File: src/rtl/gpio_port_pkg.sv
// Package: shared types and owner selection for the GPIO port.
// Assumes: priority serial > timer > PWM > GPIO is fixed and not configurable.
package gpio_port_pkg;

    typedef enum logic [1:0] {
        OWN_GPIO = 2'd0,
        OWN_PWM  = 2'd1,
        OWN_TMR  = 2'd2,
        OWN_SER  = 2'd3
    } pin_owner_e;

    // Pick the owner of one pin from its three peripheral enables.
    function automatic pin_owner_e pick_owner(input logic ser, input logic tmr, input logic pwm);
        pin_owner_e who;
        if (ser)      who = OWN_SER;
        else if (tmr) who = OWN_TMR;
        else if (pwm) who = OWN_PWM;
        else          who = OWN_GPIO;
        return who;
    endfunction

endpackage

File: src/rtl/gpio_port_sync.sv
// Module: two-flop synchronizer for the pin inputs.
// Assumes: no reset on purpose, so the levels stay live while reset is held.
module gpio_port_sync #(
    parameter int W = 4
) (
    input  logic         clk,
    input  logic         rst_n,
    input  logic [W-1:0] d,
    output logic [W-1:0] q
);

    logic [W-1:0] meta_q;
    logic [W-1:0] hold_q;

    // Two flop stages, with no reset term.
    always_ff @(posedge clk) begin
        meta_q <= d;
        hold_q <= meta_q;
    end

    assign q = hold_q;

    AST_SYNC_TWO_EDGES: assert property (@(posedge clk) disable iff (!rst_n)
        q == $past(d, 2));

endmodule

File: src/rtl/gpio_port_regs.sv
// Module: register file (data, direction, read-only input) and the read mux.
// Assumes: DW > PINS, one access per cycle, write taken on the rising edge.
module gpio_port_regs #(
    parameter int              PINS     = 4,
    parameter int              AW       = 8,
    parameter int              DW       = 8,
    parameter logic [AW-1:0]   DATA_OFS = 8'h50,
    parameter logic [AW-1:0]   IN_OFS   = 8'h51,
    parameter logic [AW-1:0]   DIR_OFS  = 8'h52
) (
    input  logic            clk,
    input  logic            rst_n,
    input  logic [AW-1:0]   bus_addr,
    input  logic            bus_wr,
    input  logic [DW-1:0]   bus_wdata,
    output logic [DW-1:0]   bus_rdata,
    input  logic [PINS-1:0] pin_sync,
    output logic [PINS-1:0] data_q,
    output logic [PINS-1:0] dir_q
);

    localparam int          PAD = DW - PINS;
    localparam logic [DW-1:0] LOW_MASK = {{PAD{1'b0}}, {PINS{1'b1}}};

    logic [PINS-1:0] data_view;

    // Data register: cleared by reset, written at its own offset.
    always_ff @(posedge clk) begin
        if (!rst_n)                             data_q <= '0;
        else if (bus_wr && bus_addr == DATA_OFS) data_q <= bus_wdata[PINS-1:0];
    end

    // Direction register: cleared by reset, written at its own offset.
    always_ff @(posedge clk) begin
        if (!rst_n)                            dir_q <= '0;
        else if (bus_wr && bus_addr == DIR_OFS) dir_q <= bus_wdata[PINS-1:0];
    end

    // Per-bit choice between stored value and live pin for data reads.
    always_comb begin
        for (int i = 0; i < PINS; i++) begin
            data_view[i] = dir_q[i] ? data_q[i] : pin_sync[i];
        end
    end

    // Read mux; unknown offsets read as zero.
    always_comb begin
        case (bus_addr)
            DATA_OFS: bus_rdata = {{PAD{1'b0}}, data_view};
            IN_OFS:   bus_rdata = {{PAD{1'b0}}, pin_sync};
            DIR_OFS:  bus_rdata = {{PAD{1'b0}}, dir_q};
            default:  bus_rdata = '0;
        endcase
    end

    AST_INPUT_REG_READONLY: assert property (@(posedge clk) disable iff (!rst_n)
        (bus_wr && bus_addr == IN_OFS) |=> ($stable(data_q) && $stable(dir_q)));

    AST_INPUT_HIGH_ZERO: assert property (@(posedge clk) disable iff (!rst_n)
        (bus_addr == IN_OFS) |-> (bus_rdata[DW-1:PINS] == '0));

    AST_DIR_HIGH_DROPPED: assert property (@(posedge clk) disable iff (!rst_n)
        (bus_wr && bus_addr == DIR_OFS) |=>
        ({{PAD{1'b0}}, dir_q} == ($past(bus_wdata) & LOW_MASK)));

endmodule

File: src/rtl/gpio_port_pinmux.sv
// Module: per-pin owner selection and output drive.
// Assumes: peripheral inputs are already synchronous to clk.
module gpio_port_pinmux
    import gpio_port_pkg::*;
#(
    parameter int PINS = 4
) (
    input  logic [PINS-1:0] ser_en,
    input  logic [PINS-1:0] ser_tx,
    input  logic [PINS-1:0] ser_dout,
    input  logic [PINS-1:0] tmr_en,
    input  logic [PINS-1:0] tmr_dout,
    input  logic [PINS-1:0] pwm_en,
    input  logic [PINS-1:0] pwm_dout,
    input  logic [PINS-1:0] data_q,
    input  logic [PINS-1:0] dir_q,
    output logic [PINS-1:0] pin_o,
    output logic [PINS-1:0] pin_oe
);

    for (genvar g = 0; g < PINS; g++) begin : g_pin
        pin_owner_e owner;

        // Decide who owns this pin.
        always_comb owner = pick_owner(ser_en[g], tmr_en[g], pwm_en[g]);

        // Drive level and enable from the owner.
        always_comb begin
            case (owner)
                OWN_SER: begin
                    pin_oe[g] = ser_tx[g];
                    pin_o[g]  = ser_tx[g] & ser_dout[g];
                end
                OWN_TMR: begin
                    pin_oe[g] = 1'b1;
                    pin_o[g]  = tmr_dout[g];
                end
                OWN_PWM: begin
                    pin_oe[g] = 1'b1;
                    pin_o[g]  = pwm_dout[g];
                end
                default: begin
                    pin_oe[g] = dir_q[g];
                    pin_o[g]  = data_q[g];
                end
            endcase
        end
    end

endmodule

File: src/rtl/gpio_altfn_port.sv
// Module: top of the four-pin port with prioritised alternate functions.
// Assumes: bus and peripheral inputs are synchronous to clk; pin_i is asynchronous.
module gpio_altfn_port #(
    parameter int PINS = 4,
    parameter int AW   = 8,
    parameter int DW   = 8
) (
    input  logic            clk,
    input  logic            rst_n,
    input  logic [AW-1:0]   bus_addr,
    input  logic            bus_wr,
    input  logic [DW-1:0]   bus_wdata,
    output logic [DW-1:0]   bus_rdata,
    input  logic [PINS-1:0] ser_en,
    input  logic [PINS-1:0] ser_tx,
    input  logic [PINS-1:0] ser_dout,
    input  logic [PINS-1:0] tmr_en,
    input  logic [PINS-1:0] tmr_dout,
    input  logic [PINS-1:0] pwm_en,
    input  logic [PINS-1:0] pwm_dout,
    input  logic [PINS-1:0] pin_i,
    output logic [PINS-1:0] pin_o,
    output logic [PINS-1:0] pin_oe,
    output logic [PINS-1:0] pin_sync
);

    logic [PINS-1:0] data_q;
    logic [PINS-1:0] dir_q;

    gpio_port_sync #(.W(PINS)) u_sync (
        .clk   (clk),
        .rst_n (rst_n),
        .d     (pin_i),
        .q     (pin_sync)
    );

    gpio_port_regs #(.PINS(PINS), .AW(AW), .DW(DW)) u_regs (
        .clk       (clk),
        .rst_n     (rst_n),
        .bus_addr  (bus_addr),
        .bus_wr    (bus_wr),
        .bus_wdata (bus_wdata),
        .bus_rdata (bus_rdata),
        .pin_sync  (pin_sync),
        .data_q    (data_q),
        .dir_q     (dir_q)
    );

    gpio_port_pinmux #(.PINS(PINS)) u_mux (
        .ser_en   (ser_en),
        .ser_tx   (ser_tx),
        .ser_dout (ser_dout),
        .tmr_en   (tmr_en),
        .tmr_dout (tmr_dout),
        .pwm_en   (pwm_en),
        .pwm_dout (pwm_dout),
        .data_q   (data_q),
        .dir_q    (dir_q),
        .pin_o    (pin_o),
        .pin_oe   (pin_oe)
    );

    for (genvar g = 0; g < PINS; g++) begin : g_chk
        AST_SER_RX_RELEASES: assert property (@(posedge clk) disable iff (!rst_n)
            (ser_en[g] && !ser_tx[g]) |-> !pin_oe[g]);
        AST_TMR_OVER_PWM: assert property (@(posedge clk) disable iff (!rst_n)
            (!ser_en[g] && tmr_en[g]) |-> (pin_oe[g] && pin_o[g] == tmr_dout[g]));
        AST_PWM_OVER_GPIO: assert property (@(posedge clk) disable iff (!rst_n)
            (!ser_en[g] && !tmr_en[g] && pwm_en[g]) |-> (pin_oe[g] && pin_o[g] == pwm_dout[g]));
        AST_GPIO_FOLLOWS_REGS: assert property (@(posedge clk) disable iff (!rst_n)
            (!ser_en[g] && !tmr_en[g] && !pwm_en[g]) |-> (pin_oe[g] == dir_q[g] && pin_o[g] == data_q[g]));
    end

endmodule

File: config.mk
export PLATFORM = sky130hd
export DESIGN_NAME = gpio_altfn_port
export DESIGN_NICKNAME = d
export VERILOG_FILES = /design/src/rtl/gpio_port_pkg.sv /design/src/rtl/gpio_port_sync.sv /design/src/rtl/gpio_port_regs.sv /design/src/rtl/gpio_port_pinmux.sv /design/src/rtl/gpio_altfn_port.sv
export SDC_FILE = /design/constraint.sdc
export NUM_CORES = 1
export LEC_CHECK = 0
export BUFFER_PORTS_ARGS = -buffer_cell sky130_fd_sc_hd__buf_2
export CORE_MARGIN = 4
export CORE_UTILIZATION = 35
export CTS_BUF_LIST = sky130_fd_sc_hd__clkbuf_2 sky130_fd_sc_hd__clkbuf_4 sky130_fd_sc_hd__clkbuf_8
export CTS_CLUSTER_DIAMETER = 60
export CTS_CLUSTER_SIZE = 25
export DETAILED_ROUTE_END_ITERATION = 12
export PLACE_DENSITY_LB_ADDON = 0.15
export SYNTH_ARGS = -nofsm -noshare
export SYNTH_HDL_FRONTEND = slang
export SYNTH_SLANG_ARGS = --single-unit
export TNS_END_PERCENT = 5
File: constraint.sdc
create_clock -name clk -period 2.4 [get_ports clk]
set_input_delay 0.72 -clock clk [delete_from_list [all_inputs] [get_ports clk]]
set_output_delay 0.72 -clock clk [all_outputs]
set_load 0.005 [all_outputs]
==> results.sh <==
export IMPL_antenna_found_initial=0
export IMPL_slew_viol_final=0
export IMPL_drv_cap=0
export IMPL_std_cell_rows=20
export IMPL_grtUsageTotal=0.134
export IMPL_worstPathArrival_ps=1710
export IMPL_vdd_drop_max_v=0.000326
export IMPL_cts_setup_buffers=0
export IMPL_synth_adder_area_share=0.178
export IMPL_synth_top_area_share=0.285
export IMPL_finalHoldViolCount=0
export IMPL_cts_root_buf="clkbuf_4"
export IMPL_critPathRequiredTime_ps=1680
export IMPL_crit_path_frequent_cell="buf_2"
export IMPL_crit_chain="buf_2, inv_1, a21o_1, inv_2, ha_4, a221oi_2, a21oi_1, buf_2"
export IMPL_first_iter_violations=10
export IMPL_insertion_delay_ps=280
export IMPL_cp_max_fo=3
export IMPL_drive_above_1_share=0.569
export IMPL_synthMuxAreaShare=0.0712
export IMPL_clk_path_buf_depth=2
export IMPL_rsz0062_at_grt="true"
export IMPL_cts_buffers=3
export IMPL_coreArea_sq_um=3050
export IMPL_synth_xor_area_share=0
export IMPL_grt_pass1_vias=1112
export IMPL_crit_type="input pin to output pin"
export IMPL_io_buffers=62
export IMPL_synth_seq_cells=16
export IMPL_dieWidth_microns=64.7
export IMPL_ys_seq_area_frac=0.285
export IMPL_status="finished, violations left"
export IMPL_hold_path_class="flop to flop"
export IMPL_die_h_microns=64.7
export IMPL_clkTransAtPathRegs_ps=80
export IMPL_area_growth_pct=49.4
export IMPL_synth_simple_area_share=0.246
export IMPL_ys_warn_count=0
export IMPL_endpoint_kind="output pin"
export IMPL_synth_cell_types=20
export IMPL_gp_congestion=0.664
export IMPL_hpwlAfterDp_microns=2240
export IMPL_period_needed_ps=2430
export IMPL_ys_flop_type="dfxtp_1"
export IMPL_clock_skew_ps=0.0706
export IMPL_tns_ps=-36.9
export IMPL_synth_top_family_by_area="simple AND/OR/NAND/NOR gates"
export IMPL_cts_hold_buffers_added=0
export IMPL_synth_cell_area_sq_um=1120
export IMPL_crit_family="compound AO/OA/AOI/OAI gates"
export IMPL_ys_top_cells_by_count="nand2_1, dfxtp_1, ha_1"
export IMPL_num_vias=1129
export IMPL_synth_compound_area_frac=0.147
export IMPL_routed_wl_microns=2780
export IMPL_syn_avg_cell_area_sq_um=8.79
export IMPL_synthArstFlopShare=0
export IMPL_dpl_worst_slack_ps=-174
export IMPL_cpPeakStageDelay_ps=230
export IMPL_layout_nets=263
export IMPL_drc=0
export IMPL_drtAntennaViolNets=0
export IMPL_initial_core_util=0.368
export IMPL_synth_top_area_cell="dfxtp_1"
export IMPL_power_density_nw_per_um2=370
export IMPL_clkSinkCount=16
export IMPL_synth_edf_count=0
export IMPL_wl_per_cell_microns=11.6
export IMPL_grt_ovfl_total=0
export IMPL_setup_viol=3
export IMPL_synth_most_common_cell="nand2_1"
export IMPL_die_area_sq_um=4180
export IMPL_ios=71
export IMPL_via_per_inst=4.72
export IMPL_drt_pass1_iter_count=4
export IMPL_cts_tree="yes"
export IMPL_htree_levels=1
export IMPL_synthCells=128
export IMPL_max_clock_freq_ghz=0.412
export IMPL_post_route_util=0.550
export IMPL_grt_max_degree=13
export IMPL_grt_pass1_wl_microns=4550
export IMPL_slowest_stage="a221oi_2"
export IMPL_p_leak_nw=0.881
export IMPL_diodes=0
export IMPL_fin_ws_ps=-30.1
export IMPL_finalCritPeriodShare=1.01
export IMPL_synth_area_leaders="dfxtp_1, ha_1, mux2i_1, nand2_1, a21oi_1"
export IMPL_violations="setup timing"
export IMPL_path_buf_inv=4
export IMPL_cp_start_kind="input pin"
==> state kept, by name (all words and copies together), names as in the netlist <==
signal / cells
u_regs.dir_q: 4
u_sync.meta_q: 4
u_sync.q: 4
u_regs.data_q: 4
==> final timing paths <==
path | startpoint | to | slack (ps) | depth (start not counted)
worst min register to register | u_sync.meta_q[3] | u_sync.q[3] | 330 | 0
worst max-delay path | tmr_en[2] | pin_o[2] | -30 | 8
worst min-delay path | u_sync.meta_q[3] | u_sync.q[3] | 330 | 0
worst max register to register | u_regs.dir_q[1] | u_regs.dir_q[1] | 1760 | 2
==> timing repair <==
action / 4_1_cts / 5_1_grt
hold endpoints to repair: 0 / 0
pin swaps: 10 / 13
resized for setup: 26 / 19
setup endpoints to repair: 9 / 12
==> layer usage <==
layer | vias to the layer above | share of wire | GRT usage
met4 | 0 | 0 | 0.00792
li1 | 563 | - | -
met2 | 42 | 0.49 | 0.245
met5 | - | 0 | 0
met1 | 524 | 0.42 | 0.154
met3 | 0 | 0.089 | 0.0503
==> placed cells by master, fill, tap and decap left out <==
cell type,Yosys,final
buf_2,0,59
nand2_1,17,16
dfxtp_1,16,16
nor2b_1,9,9
a21oi_2,0,8
mux2i_1,8,8
inv_2,0,7
ha_2,0,7
inv_1,12,5
o21ai_0,8,5
ha_1,16,5
or2_4,0,4
a21o_1,4,4
or3b_2,4,4
a221oi_2,0,4
nand3_1,4,4
a21oi_1,12,4
ha_4,0,4
conb_1,1,4
o21ai_1,0,3
clkbuf_4,0,3
buf_6,0,3
buf_4,4,3
and2b_1,1,1
nor4b_4,1,1
nand2_2,0,1
nand4_4,1,1
nand4b_4,1,1
clkbuf_8,0,1
==> cells by family after synthesis <==
kind of cell,after synthesis
compound gates,28
fa+ha+maj,16
buf+inv,17
flops,16
mux,8
other cells,1
simple gates,42
==> report_power, final <==
part / total [mW] / internal, mW / switching [mW]
Sequential: 0.275 / 0.273 / 0.00256
Combinational: 0.175 / 0.0915 / 0.0831
Clock: 0.172 / 0.0923 / 0.0798
==> per-stage QoR <==
step | area, sq um | hold slack [ps] | power (mW) | cells
after detailed placement | 1490 | 314 | 0.425 | 235
after floorplan | 1140 | 310 | 0.354 | 131
after CTS | 1610 | 336 | 0.613 | 239
final | 1680 | 331 | 0.622 | 239
after global routing | 1680 | 344 | 0.668 | 239
after global placement | 1490 | 314 | 0.420 | 235
==> worst reg2reg max path, delay by kind of cell, from the launching register on <==
kind             cells  cell delay (ps)
flip-flops           1              370
multiplexers         1              140
AND/OR/NAND/NOR      1               70
==> layout make-up <==
| type | count | area [sq um] |
|---|---|---|
| multi-input cells | 98 | 872 |
| inverters | 12 | 45.0 |
| fillers | 297 | 1370 |
| clock buffers | 4 | 36.3 |
| repair buffers | 65 | 352 |
| well taps | 44 | 55.1 |
| flip-flops and latches | 16 | 320 |
Note: power is estimated with default switching activity, not from simulation.
